`config.mk`:
```
export PLATFORM = sky130hd
export DESIGN_NAME = tr_capture_seq
export DESIGN_NICKNAME = d
export VERILOG_FILES = /design/src/rtl/tr_pkg.sv /design/src/rtl/tr_seq_fsm.sv /design/src/rtl/tr_frame_ptr.sv /design/src/rtl/tr_word_ser.sv /design/src/rtl/tr_capture_seq.sv
export SDC_FILE = /design/constraint.sdc
export NUM_CORES = 1
export LEC_CHECK = 0
export BUFFER_PORTS_ARGS = -buffer_cell sky130_fd_sc_hd__buf_2
export CAP_MARGIN = 20
export CORE_AREA = 2 2 142 144
export CTS_BUF_LIST = sky130_fd_sc_hd__clkbuf_4
export DETAILED_ROUTE_END_ITERATION = 7
export DIE_AREA = 0 0 144 146
export PLACE_DENSITY = 0.81
export REMOVE_ABC_BUFFERS = 1
export SETUP_SLACK_MARGIN = 0.05
export SLEW_MARGIN = 15
export SYNTH_ARGS = -nofsm -noshare
export SYNTH_HDL_FRONTEND = slang
export SYNTH_SLANG_ARGS = --single-unit
```
`constraint.sdc`:
```
create_clock -name clk_i -period 3.5 [get_ports clk_i]
set_clock_uncertainty 0.05 [all_clocks]
set_input_delay 0.175 -clock clk_i [delete_from_list [all_inputs] [get_ports clk_i]]
set_output_delay 0.175 -clock clk_i [all_outputs]
set_load 0.03 [all_outputs]
```
`src/rtl/tr_pkg.sv`:
```
package tr_pkg;
  typedef enum logic [2:0] {
    ST_IDLE  = 3'd0,
    ST_DELAY = 3'd1,
    ST_PRE   = 3'd2,
    ST_CAP   = 3'd3,
    ST_DONE  = 3'd4
  } seq_state_e;

  typedef enum logic [1:0] {
    RS_EXT = 2'd0,
    RS_SW  = 2'd1,
    RS_OVF = 2'd2,
    RS_CNT = 2'd3
  } stop_rs_e;
endpackage

```
`src/rtl/tr_seq_fsm.sv`:
```
module tr_seq_fsm
  import tr_pkg::*;
#(
  parameter int FRAME_W = 18,
  parameter int DLY_W   = 16
) (
  input  logic               clk_i,
  input  logic               rst_ni,
  input  logic               strobe_i,
  input  logic               ext_trig_i,
  input  logic               sw_trig_i,
  input  logic               ext_stop_i,
  input  logic               sw_stop_i,
  input  logic               sw_arm_i,
  input  logic               thr_mode_i,
  input  logic               hit_i,
  input  logic               last_i,
  input  logic [DLY_W-1:0]   delay_i,
  input  logic [FRAME_W-1:0] max_frames_i,
  output seq_state_e         state_o,
  output logic               start_o,
  output logic               accept_o,
  output stop_rs_e           reason_o,
  output logic [FRAME_W:0]   fcnt_o
);
  seq_state_e       state_q;
  stop_rs_e         reason_q;
  logic [DLY_W-1:0] dcnt_q;
  logic [FRAME_W:0] fcnt_q, fcnt_n;
  logic             active, stop, in_post;
  seq_state_e       run_st;

  assign active   = (state_q == ST_DELAY) || (state_q == ST_PRE) || (state_q == ST_CAP);
  assign stop     = active && (ext_stop_i || sw_stop_i);
  assign start_o  = (state_q == ST_IDLE) && (ext_trig_i || sw_trig_i);
  assign run_st   = thr_mode_i ? ST_PRE : ST_CAP;
  assign accept_o = strobe_i && !stop && ((state_q == ST_PRE) || (state_q == ST_CAP));
  assign in_post  = (state_q == ST_CAP) || ((state_q == ST_PRE) && hit_i);
  assign fcnt_n   = fcnt_q + 1'b1;

  always_ff @(posedge clk_i or negedge rst_ni) begin
    if (!rst_ni) begin
      state_q  <= ST_IDLE;
      reason_q <= RS_EXT;
      dcnt_q   <= '0;
      fcnt_q   <= '0;
    end else begin
      unique case (state_q)
        ST_IDLE: if (start_o) begin
          fcnt_q <= '0;
          dcnt_q <= delay_i;
          state_q <= (delay_i == '0) ? run_st : ST_DELAY;
        end
        ST_DONE: if (sw_arm_i) state_q <= ST_IDLE;
        default: begin
          if (stop) begin
            state_q  <= ST_DONE;
            reason_q <= ext_stop_i ? RS_EXT : RS_SW;
          end else if (state_q == ST_DELAY) begin
            if (strobe_i) begin
              dcnt_q <= dcnt_q - 1'b1;
              if (dcnt_q == DLY_W'(1)) state_q <= run_st;
            end
          end else if (accept_o && in_post) begin
            fcnt_q <= fcnt_n;
            if (last_i) begin
              state_q  <= ST_DONE;
              reason_q <= RS_OVF;
            end else if (max_frames_i != '0 && fcnt_n == {1'b0, max_frames_i}) begin
              state_q  <= ST_DONE;
              reason_q <= RS_CNT;
            end else begin
              state_q <= ST_CAP;
            end
          end
        end
      endcase
    end
  end

  assign state_o  = state_q;
  assign reason_o = reason_q;
  assign fcnt_o   = fcnt_q;
endmodule

```
`src/rtl/tr_frame_ptr.sv`:
```
module tr_frame_ptr #(
  parameter int FRAME_W = 18
) (
  input  logic               clk_i,
  input  logic               rst_ni,
  input  logic               start_i,
  input  logic               accept_i,
  input  logic               pre_i,
  input  logic               hit_i,
  input  logic [FRAME_W-1:0] pre_len_i,
  output logic [FRAME_W-1:0] frame_o,
  output logic               last_o,
  output logic [FRAME_W-1:0] head_o
);
  logic [FRAME_W-1:0] ptr_q, head_q, pre_last;
  logic               jump;

  assign jump     = pre_i && hit_i;
  assign pre_last = pre_len_i - 1'b1;
  assign frame_o  = jump ? pre_len_i : ptr_q;
  assign last_o   = (frame_o == {FRAME_W{1'b1}});

  always_ff @(posedge clk_i or negedge rst_ni) begin
    if (!rst_ni) begin
      ptr_q  <= '0;
      head_q <= '0;
    end else if (start_i) begin
      ptr_q  <= '0;
      head_q <= '0;
    end else if (accept_i) begin
      if (pre_i && !hit_i) ptr_q <= (ptr_q == pre_last) ? '0 : ptr_q + 1'b1;
      else                 ptr_q <= frame_o + 1'b1;
      if (jump) head_q <= ptr_q;
    end
  end

  assign head_o = head_q;
endmodule

```
`src/rtl/tr_word_ser.sv`:
```
module tr_word_ser #(
  parameter int CH      = 4,
  parameter int DW      = 16,
  parameter int FRAME_W = 18,
  localparam int CH_W   = $clog2(CH)
) (
  input  logic                    clk_i,
  input  logic                    rst_ni,
  input  logic                    load_i,
  input  logic [FRAME_W-1:0]      frame_i,
  input  logic [CH*DW-1:0]        samples_i,
  output logic                    wr_en_o,
  output logic [FRAME_W+CH_W-1:0] wr_addr_o,
  output logic [DW-1:0]           wr_data_o
);
  logic               busy_q;
  logic [CH_W-1:0]    idx_q;
  logic [FRAME_W-1:0] frame_q;
  logic [CH*DW-1:0]   buf_q;

  always_ff @(posedge clk_i or negedge rst_ni) begin
    if (!rst_ni) begin
      busy_q  <= 1'b0;
      idx_q   <= '0;
      frame_q <= '0;
      buf_q   <= '0;
    end else if (load_i) begin
      busy_q  <= 1'b1;
      idx_q   <= '0;
      frame_q <= frame_i;
      buf_q   <= samples_i;
    end else if (busy_q) begin
      if (idx_q == CH_W'(CH - 1)) busy_q <= 1'b0;
      idx_q <= idx_q + 1'b1;
    end
  end

  assign wr_en_o   = busy_q;
  assign wr_addr_o = {frame_q, idx_q};
  assign wr_data_o = buf_q[idx_q*DW +: DW];
endmodule

```
`src/rtl/tr_capture_seq.sv`:
```
module tr_capture_seq
  import tr_pkg::*;
#(
  parameter int ADDR_W   = 20,
  parameter int CH       = 4,
  parameter int DW       = 16,
  parameter int DLY_W    = 16,
  localparam int CH_W    = $clog2(CH),
  localparam int FRAME_W = ADDR_W - CH_W
) (
  input  logic               clk_i,
  input  logic               rst_ni,
  input  logic               strobe_i,
  input  logic [CH*DW-1:0]   samples_i,
  input  logic               ext_trig_i,
  input  logic               sw_trig_i,
  input  logic               ext_stop_i,
  input  logic               sw_stop_i,
  input  logic               sw_arm_i,
  input  logic               thr_mode_i,
  input  logic               thr_hit_i,
  input  logic [DLY_W-1:0]   delay_dly_i,
  input  logic [FRAME_W-1:0] max_frames_i,
  input  logic [FRAME_W-1:0] pre_len_i,
  output logic               wr_en_o,
  output logic [ADDR_W-1:0]  wr_addr_o,
  output logic [DW-1:0]      wr_data_o,
  output logic [2:0]         state_o,
  output logic               busy_o,
  output logic               done_o,
  output logic [1:0]         stop_reason_o,
  output logic [FRAME_W:0]   frame_cnt_o,
  output logic [FRAME_W-1:0] pre_head_o
);
  seq_state_e         st;
  stop_rs_e           rs;
  logic               start, accept, last;
  logic [FRAME_W-1:0] frame;

  tr_seq_fsm #(.FRAME_W(FRAME_W), .DLY_W(DLY_W)) u_fsm (
    .clk_i, .rst_ni, .strobe_i, .ext_trig_i, .sw_trig_i, .ext_stop_i,
    .sw_stop_i, .sw_arm_i, .thr_mode_i,
    .hit_i(thr_hit_i), .last_i(last), .delay_i(delay_dly_i),
    .max_frames_i, .state_o(st), .start_o(start), .accept_o(accept),
    .reason_o(rs), .fcnt_o(frame_cnt_o)
  );

  tr_frame_ptr #(.FRAME_W(FRAME_W)) u_ptr (
    .clk_i, .rst_ni, .start_i(start), .accept_i(accept),
    .pre_i(st == ST_PRE), .hit_i(thr_hit_i), .pre_len_i,
    .frame_o(frame), .last_o(last), .head_o(pre_head_o)
  );

  tr_word_ser #(.CH(CH), .DW(DW), .FRAME_W(FRAME_W)) u_ser (
    .clk_i, .rst_ni, .load_i(accept), .frame_i(frame), .samples_i,
    .wr_en_o, .wr_addr_o, .wr_data_o
  );

  assign state_o       = st;
  assign stop_reason_o = rs;
  assign busy_o        = (st == ST_DELAY) || (st == ST_PRE) || (st == ST_CAP);
  assign done_o        = (st == ST_DONE);
endmodule

```
==> Word-level counts from Yosys, hierarchy flattened <==
Cells that the tools add are included.
{ "word_totals": {"wordCells": 110, "regBits": 161, "out_inout_bits": 81, "inputBits": 126} }
{ "op_classes": {"bitwise": 2, "n_eq_ne": 16, "shifts": 1, "reduce_logical": 34, "n_addsub": 6, "mux": 41} }
{ "ops": {"columns": ["operator", "count"], "rows": [
  ["2-to-1 mux 18 bit", 8],
  ["2-to-1 mux 19 bit", 4],
  ["2-to-1 mux 16 bit", 4],
  ["indexed part select 64 x 7 -> 16 bit", 1],
  ["one-hot mux 19 bit (2 select lines)", 1],
  ["adder 18 x 1 -> 18 bit (second input constant)", 2],
  ["one-hot mux 16 bit (2 select lines)", 1],
  ["2-to-1 mux 3 bit", 10],
  ["adder 19 x 1 -> 19 bit (second input constant)", 1],
  ["== test 19 x 18 -> 1 bit", 1],
  ["== test 18 bit", 1],
  ["== test 18 bit (second input constant)", 1],
  ["nonzero test 18 bit", 1],
  ["subtractor 18 x 1 -> 18 bit (second input constant)", 1],
  ["== test 16 x 1 -> 1 bit (second input constant)", 1],
  ["zero test 16 bit", 1],
  ["subtractor 16 x 1 -> 16 bit (second input constant)", 1],
  ["AND reduction 5 bit", 3],
  ["2-to-1 mux 2 bit", 7],
  ["nonzero test 2 bit", 7],
  ["logical AND 1 bit", 8],
  ["== test 3 x 2 -> 1 bit (second input constant)", 2],
  ["logical OR 1 bit", 6],
  ["!= test 2 bit (second input constant)", 3],
  ["17 further kinds", 24]
]} }

==> Logic depth before layout (Yosys ltp) <==
Gate-level depths: netlist of run 1.
{ "depth": {"depth_word": 12, "mapped_depth": 13, "depth_no_buf": 10} }

==> Hierarchy <==
A second synthesis of run 1 with hierarchy kept.
{ "unflattened": {"cells_unflattened": 1036, "hier_area_um2": 10057.1} }
{ "modules_own_cells": {"columns": ["module", "instances", "area_per_inst_um2", "cells_each", "seq_area_each_um2"], "rows": [
  ["tr_word_ser", 1, 3585.9, 203, 2127.0],
  ["tr_seq_fsm", 1, 3240.6, 427, 1001.0],
  ["tr_frame_ptr", 1, 3195.6, 403, 900.9],
  ["tr_capture_seq", 1, 35.0, 3, 0.0]
]} }

==> Worst setup path after synthesis of run 1 <==
No wires, ideal clock.
{ "synth_timing": {"path_kind": "register -> register", "from": "register u_fsm.state_q[0], in the netlist u_fsm.state_o[0]", "to": "register u_ptr.ptr_q[12]", "period_less_slack_ns": 3.201, "slack_ns": 0.299, "setup_ns": 0.078, "path_stages_with_launch": 14, "path_buffers": 3, "arrival_time_ns": 3.073, "t_required_ns": 3.372, "path_cell_list": "dfrtp_1 -> nand4bb_1 -> clkbuf_1 -> buf_1 -> clkbuf_1 -> nand2_1 -> o21ai_0 -> ha_1 -> o21ai_1 -> nor4b_1 -> xnor2_1 -> nor2_1 -> o41ai_1 -> o2bb2ai_1"} }
{ "synth_via": {"word_cells_on_any_way": 20, "cone_classes": "add/sub (1); eq/ne (3); mux (4); reduce/logical (12)"} }
{ "synth_lines": {"columns": ["item", "line", "rtl"], "rows": [
  ["from (decl)", "tr_seq_fsm.sv:26", "seq_state_e state_q;"],
  ["from (signal assigned)", "tr_seq_fsm.sv:52", "state_q <= (delay_i == '0) ? run_st : ST_DELAY;"],
  ["from (signal assigned)", "tr_seq_fsm.sv:62", "if (dcnt_q == DLY_W'(1)) state_q <= run_st;"],
  ["== test 3 x 2 -> 1 bit", "tr_capture_seq.sv:50", ".pre_i(st == ST_PRE), .hit_i(thr_hit_i), .pre_len_i,"],
  ["logical AND 1 bit", "tr_frame_ptr.sv:18", "assign jump = pre_i && hit_i;"],
  ["2-to-1 mux 18 bit", "tr_frame_ptr.sv:20", "assign frame_o = jump ? pre_len_i : ptr_q;"],
  ["net frame[1]", "tr_capture_seq.sv:38", "logic [FRAME_W-1:0] frame;"],
  ["adder 18 x 1 -> 18 bit", "tr_frame_ptr.sv:32", "else ptr_q <= frame_o + 1'b1;"],
  ["2-to-1 mux 18 bit", "tr_frame_ptr.sv:31", "if (pre_i && !hit_i) ptr_q <= (ptr_q == pre_last) ? '0 : ptr_q + 1'b1;"],
  ["2-to-1 mux 18 bit", "tr_frame_ptr.sv:30", "end else if (accept_i) begin"],
  ["2-to-1 mux 18 bit", "tr_frame_ptr.sv:27", "end else if (start_i) begin"],
  ["to (signal assigned)", "tr_frame_ptr.sv:31", null],
  ["to (signal assigned)", "tr_frame_ptr.sv:32", null],
  ["to (decl)", "tr_frame_ptr.sv:15", "logic [FRAME_W-1:0] ptr_q, head_q, pre_last;"]
]} }
The timed path passes the listed nets, and every way through them passes these cells. The select of a mux whose other input is x is not followed.
A chain may end at the register's enable or synchronous reset.

==> Final worst setup path of run 1 <==
{ "layout_timing": {"from": "register u_fsm.state_q[0], in the netlist u_fsm.state_o[0]", "to": "register u_ptr.ptr_q[13]"} }
{ "layout_via": {"elab_chain_cells": 8, "word_cells_on_any_way": 20, "cone_classes": "add/sub (1); eq/ne (3); mux (4); reduce/logical (12)"} }
{ "layout_lines": {"columns": ["item"], "rows": [
  ["parallel branches: the longest is 8 deep, another holds adder 18 x 1 -> 18 bit"]
]} }
Several ways; the timed one is not identified. The select of a mux whose other input is x is not followed.

==> results of run 1 <==
## cell usage after synthesis (all sizes together), types with 7 or more instances
| master | number |
|---|---|
| a211o | 11 |
| a21oi | 47 |
| a31oi | 11 |
| and2 | 7 |
| and3 | 11 |
| buf | 22 |
| clkbuf | 60 |
| dfrtp | 161 |
| ha | 7 |
| inv | 16 |
| mux2i | 24 |
| mux4 | 16 |
| nand2 | 292 |
| nand2b | 14 |
| nand3 | 42 |
| nand4 | 14 |
| nor2 | 95 |
| nor3 | 27 |
| nor4 | 15 |
| o211ai | 10 |
| o21ai | 91 |
| o31ai | 7 |
| o41ai | 7 |
| or3 | 16 |
| xnor2 | 51 |
| xor2 | 22 |
## kinds of logic (layout without fill, tap and decap cells)
| group | after synthesis | after routing | synth area share, % |
|---|---|---|---|
| buffers and inverters | 98 | 372 | 4.28 |
| DFF | 161 | 161 | 40.9 |
| and+or+nand+nor | 568 | 568 | 26.3 |
| muxes | 44 | 44 | 6.56 |
| other | 0 | 2 | 0 |
| adders and majority gates | 7 | 7 | 0.889 |
| AOI/OAI and AO/OA | 227 | 227 | 14.5 |
| xor gates and xnor gates | 73 | 73 | 6.49 |
## critical path, cell delays in order (launching register included)
cell and delay [ps]:
dfrtp_1 410, nand4bb_1 430, buf_4 350, mux2i_1 150, or4_1 630, nand2b_1 210, xnor2_1 140, a2111oi_0 440
a211o_1 150
## cell usage in the layout, fill, tap and decap left out, types with 16 or more instances in the layout
cell / Yosys / layout
dlygate4sd3_1: 0 / 91
mux4_2: 16 / 16
mux2i_1: 24 / 24
inv_1: 16 / 16
nor2_1: 95 / 94
xnor2_1: 51 / 51
a21oi_1: 47 / 47
clkbuf_4: 0 / 17
xor2_1: 22 / 22
dfrtp_1: 161 / 161
buf_2: 5 / 205
buf_4: 0 / 27
o21ai_0: 88 / 88
nor3_1: 27 / 26
nand2_1: 291 / 291
nand3_1: 42 / 42
## cell type report
cell class | count | area, um2
Antenna cell | 2 | 5.00
Inverter | 16 | 60.1
Sequential cell | 161 | 4030
Fill cell | 1585 | 7040
Multi-Input combinational cell | 919 | 5430
Tap cell | 265 | 332
Clock buffer | 17 | 128
Clock inverter | 15 | 169
Timing Repair Buffer | 324 | 2150
## routing by layer
metal / vias to the layer above / wire, um
li1: 4630 / -
met1: 4777 / 12300
met2: 461 / 14800
met3: 120 / 2030
met4: 0 / 1350
met5: - / 0
## registers in the layout (all words and copies together) (netlist names)
signal	cells
u_fsm.reason_o	2
u_fsm.fcnt_o	19
u_ser.idx_q	2
u_fsm.state_o	3
u_fsm.dcnt_q	16
u_ser.frame_q	18
u_ser.buf_q	64
u_ptr.ptr_q	18
u_ptr.head_o	18
u_ser.wr_en_o	1
## report_power, final
part	leakage (nW)	total (mW)	internal (mW)	switching, mW
combinational	3.51	3.34	1.24	2.10
clock	0.152	1.16	0.331	0.825
sequential	2.11	2.91	2.42	0.498
total	5.77	7.41	3.99	3.42
## per-stage QoR
step | setup WS (ps) | std cells | instance area, um2 | setup TNS [ps]
2_1_floorplan | -2340 | 1096 | 9490 | -142520
3_3_place_gp | 579 | 1594 | 11100 | 0
3_5_place_dp | 474 | 1594 | 11100 | 0
4_1_cts | 505 | 1717 | 12300 | 0
5_1_grt | 274 | 1719 | 12300 | 0
6_report | 490 | 1719 | 12300 | 0
## final timing paths
| kind | end | start | cells after the start | slack [ps] |
|---|---|---|---|---|
| min in group asynchronous | u_ser.buf_q[0] | rst_ni | 2 | 80 |
| worst min register to register | u_ser.buf_q[54] | u_ser.buf_q[54] | 2 | 450 |
| worst min-delay path | u_fsm.state_o[1] | sw_arm_i | 5 | 40 |
| worst max register to register | u_ptr.ptr_q[13] | u_fsm.state_o[0] | 8 | 490 |
| max in group asynchronous | u_ser.frame_q[14] | rst_ni | 3 | 2450 |
| worst max-delay path | u_ptr.ptr_q[13] | u_fsm.state_o[0] | 8 | 490 |
==> impl_metrics.env, run 1 <==
export IMPL_drv_cap=0
export IMPL_drt_pass1_iter_count=6
export IMPL_p_total_mw=7.41
export IMPL_syn_area_mm2=0.00985
export IMPL_use_met3_pct=5.69
export IMPL_vias=9988
export IMPL_dieHeight_um=146
export IMPL_crit_path_end_kind="flip-flop"
export IMPL_post_route_util_pct=63.6
export IMPL_final_antenna_net_count=0
export IMPL_tightest_slew_ps=1060
export IMPL_finalWirelength_um=30500
export IMPL_cts_htree_levels=4
export IMPL_synth_top_cells_by_area="dfrtp_1 (41%), nand2_1 (11%), xnor2_1 (4.5%)"
export IMPL_initial_core_util_pct=50.9
export IMPL_cp_arrival_ps=3480
export IMPL_wire_per_inst_um=17.8
export IMPL_path_max_fanout=15
export IMPL_fin_crit_sh_pct=86.0
export IMPL_slew_headroom_pct=29.3
export IMPL_grtUsageMet1_pct=39.0
export IMPL_busiest_layer="met2"
export IMPL_ys_types=75
export IMPL_nets=1572
export IMPL_row_count=51
export IMPL_yosysTopAreaCell="dfrtp_1"
export IMPL_cts_repair_resized=0
export IMPL_core_mm2=0.0193
export IMPL_grt_pass1_wl_um=49800
export IMPL_netlist_instances=1178
export IMPL_drc_errors=0
export IMPL_root_buffer="clkbuf_4"
export IMPL_cts_buffers=17
export IMPL_ys_async_sr_fraction_pct=100
export IMPL_area_growth_pct=24.9
export IMPL_synth_warnings=0
export IMPL_cp_start_kind="flip-flop"
export IMPL_boundaryPins=207
export IMPL_port_buffers=206
export IMPL_fin_crit_ps=3010
export IMPL_cts_setup_buffers=0
export IMPL_yosysSeqAreaShare_pct=40.9
export IMPL_rsz0062_at_grt="false"
export IMPL_drive_gt1_share_pct=21.3
export IMPL_track_usage_pct=29.8
export IMPL_use_met2_pct=48.1
export IMPL_fin_hold_ws_ps=36.5
export IMPL_grt_max_degree=103
export IMPL_antenna_found_initial=2
export IMPL_path_class="flip-flop to flip-flop"
export IMPL_ys_seq_elements=161
export IMPL_routed_via_density=5.81
export IMPL_setup_viol=0
export IMPL_clk_pin_slew_ps=160
export IMPL_die_area_mm2=0.0210
export IMPL_dpl_hpwl_um=19600
export IMPL_max_freq_mhz=332
export IMPL_p_per_area_mw_per_mm2=602
export IMPL_synth_edf_count=0
export IMPL_gp_congestion=0.958
export IMPL_die_w_um=144
export IMPL_cp_data_required_time_ps=3970
export IMPL_gr_total_overflow=0
export IMPL_grt_pass1_vias=9740
export IMPL_p_leak_nw=5.77
export IMPL_syn_avg_cell_area_um2=8.36
export IMPL_finalMaxSlewViolations=0
export IMPL_drtIter0Drc=835
export IMPL_finalHoldViolations=0
export IMPL_status="completed"
export IMPL_clockBufferDepth=2
export IMPL_vdd_ir_drop_max_mv=0.485
export IMPL_clk_latency_ps=590
export IMPL_worst_hold_path_type="primary input to flip-flop"
export IMPL_synth_top_flop_cell="dfrtp_1"
export IMPL_netlist_area_leader_share_pct=40.9
export IMPL_cts_sinks=161
export IMPL_cts_tree="done"
export IMPL_cts_hold_buf=91
(Power assumes the default switching activity.)
==> inputs of run 2 (changes only) <==
Settings changed: HOLD_SLACK_MARGIN set to 0.06.
Clock period 3.5 ns to 3.7 ns, I/O delays scaled along.
==> run 2 against run 1 <==
Net effect: clock-buffer cell count did not move; routed wire length down 0.76%; combinational power fell by 6.3%; critical path type unchanged; sequential share of layout area shrank 0.30 points; final area rose by 0.94%; register-to-register slack lost 190 ps; total power fell by 2.8%; via count is 0.88% lower; core utilization is 0.60 points higher; critical endpoint is now u_fsm.state_o[1]; global-route usage down 1.3 points; cell count about the same; worst setup slack worse by 190 ps.
==> impl_metrics.env, run 2 (synthesis gave the netlist of run 1 again) <==
export IMPL_status="completed"
export IMPL_regMostFlops="u_ser.buf_q"
export IMPL_design_area_mm2=0.0124
export IMPL_crit_path_end_kind="flip-flop"
export IMPL_fillCellCount=1547
export IMPL_cts_sinks=161
export IMPL_die_area_mm2=0.0210
export IMPL_path_class="flip-flop to flip-flop"
export IMPL_gr_total_overflow=0
export IMPL_most_common_layout_cells="nand2_1 (291), buf_2 (205), dfrtp_1 (161)"
export IMPL_p_leak_nw=5.82
export IMPL_path_max_fanout=11
export IMPL_dpl_hpwl_um=19400
export IMPL_drv_cap=0
export IMPL_initial_core_util_pct=50.9
export IMPL_crit_buf_inv=1
export IMPL_tightest_slew_ps=990
export IMPL_nets=1574
export IMPL_core_mm2=0.0193
export IMPL_row_count=51
export IMPL_worst_hold_path_type="primary input to flip-flop"
export IMPL_root_buffer="clkbuf_4"
export IMPL_dieHeight_um=146
export IMPL_cp_cell_sequence="nand3_1 > nor3_1 > and2_1 > xnor2_1 > and3_1 > o2111ai_1 > nand3_1 > a31oi_1 > dlygate4sd3_1"
export IMPL_drive_gt1_share_pct=20.9
export IMPL_grt_pass1_wl_um=47700
export IMPL_instances_no_fill=1720
export IMPL_grt_pass1_vias=9417
export IMPL_largest_reg_flops=64
export IMPL_dpl_cell_count=1589
export IMPL_cp_data_required_time_ps=4180
export IMPL_clk_pin_slew_ps=160
export IMPL_post_route_util_pct=64.2
export IMPL_crit_slowest_cell="dfrtp_1"
export IMPL_setup_viol=0
export IMPL_cts_repair_resized=0
export IMPL_placed_cell_area_mm2=0.0111
export IMPL_slew_headroom_pct=33.8
export IMPL_p_per_area_mw_per_mm2=580
export IMPL_drtIter0Drc=857
export IMPL_finalHoldViolations=0
export IMPL_crit_family="simple AND/OR/NAND/NOR gates"
export IMPL_finalWirelength_um=30300
export IMPL_drt_pass1_iter_count=6
export IMPL_cts_buffers=17
export IMPL_cp_arrival_ps=3880
export IMPL_cts_htree_levels=4
export IMPL_max_freq_mhz=294
export IMPL_fin_crit_sh_pct=91.8
export IMPL_area_growth_pct=26.0
export IMPL_cts_hold_buf=98
export IMPL_drc_errors=0
export IMPL_boundaryPins=207
export IMPL_fin_tns_setup_ps=0
export IMPL_antenna_found_initial=1
export IMPL_finalMaxSlewViolations=0
export IMPL_vdd_ir_drop_max_mv=0.406
export IMPL_final_antenna_net_count=0
export IMPL_wire_per_inst_um=17.6
export IMPL_die_w_um=144
export IMPL_cp_start_kind="flip-flop"
export IMPL_clk_latency_ps=580
export IMPL_track_usage_pct=28.5
export IMPL_clockBufferDepth=2
export IMPL_layout_commonest_cell="nand2_1"
export IMPL_gp_congestion=0.942
export IMPL_rsz0062_at_grt="false"
export IMPL_cpMostUsedCell="nand3_1"
export IMPL_routed_via_density=5.76
export IMPL_fin_crit_ps=3400
export IMPL_cts_setup_buffers=0
export IMPL_cts_tree="done"
export IMPL_cpPeakStageDelay_ps=590
export IMPL_grt_max_degree=96
export IMPL_port_buffers=206
export IMPL_vias=9900
run 2: cell types whose count changed in the layout (fill, tap and decap cells not counted), sizes merged:
cell	change
clkinvlp	-2
diode	-1
clkinv	-2
dlygate4sd3	+7
buf	-5
bufinv	+4
run 2: per-stage QoR:
stage	total power [mW]	hold WS [ps]	setup WS [ps]
finish	7.20	107	302
global route	7.64	88.2	54.6
CTS	7.10	66.2	339
detailed placement	5.70	267	717
global placement	5.61	270	737
floorplan	4.74	-161	-2140
run 2: cell type report:
type / instances / area [um2] / area share, %
clock inverters: 15 / 241 / 1.95
clock buffers: 17 / 128 / 1.03
repair buffers: 326 / 2200 / 17.7
inverters: 16 / 60.1 / 0.484
well taps: 265 / 332 / 2.67
flip-flops and latches: 161 / 4030 / 32.5
multi-input cells: 919 / 5430 / 43.7
diodes: 1 / 2.50 / 0.0202
run 2: worst reg2reg max path: stages, from the launching register on:
cell and delay, ps:
dfrtp_1 590, nand3_1 200, nor3_1 570, and2_1 330
xnor2_1 90, and3_1 180, o2111ai_1 470, nand3_1 150
a31oi_1 170, dlygate4sd3_1 550
run 2: path summary, 6_finish.rpt:
kind / from / end / slack [ps] / cells past startpoint
worst max-delay path: u_fsm.fcnt_o[8] / u_fsm.state_o[1] / 300 / 9
worst min-delay path: thr_hit_i / u_ptr.ptr_q[7] / 110 / 4
worst max register to register: u_fsm.fcnt_o[8] / u_fsm.state_o[1] / 300 / 9
worst min register to register: u_ser.buf_q[26] / u_ser.buf_q[26] / 440 / 2
max in group asynchronous: rst_ni / u_ser.frame_q[10] / 2590 / 3
min in group asynchronous: rst_ni / u_ser.buf_q[57] / 150 / 2
run 2: metal layers:
layer	global-route usage [%]	vias up	share of wire, %	wire (um)
li1	-	4645	-	-
met1	36.5	4702	40	12200
met2	46.3	448	49	14700
met3	5.20	105	6.8	2050
met4	13.9	0	4.2	1280
met5	0	-	0	0
run 2: power by group:
part           switching (mW)  internal, mW  leakage, nW
sequential              0.468          2.29         2.11
combinational            1.95          1.18         3.52
clock                   0.744         0.574        0.195
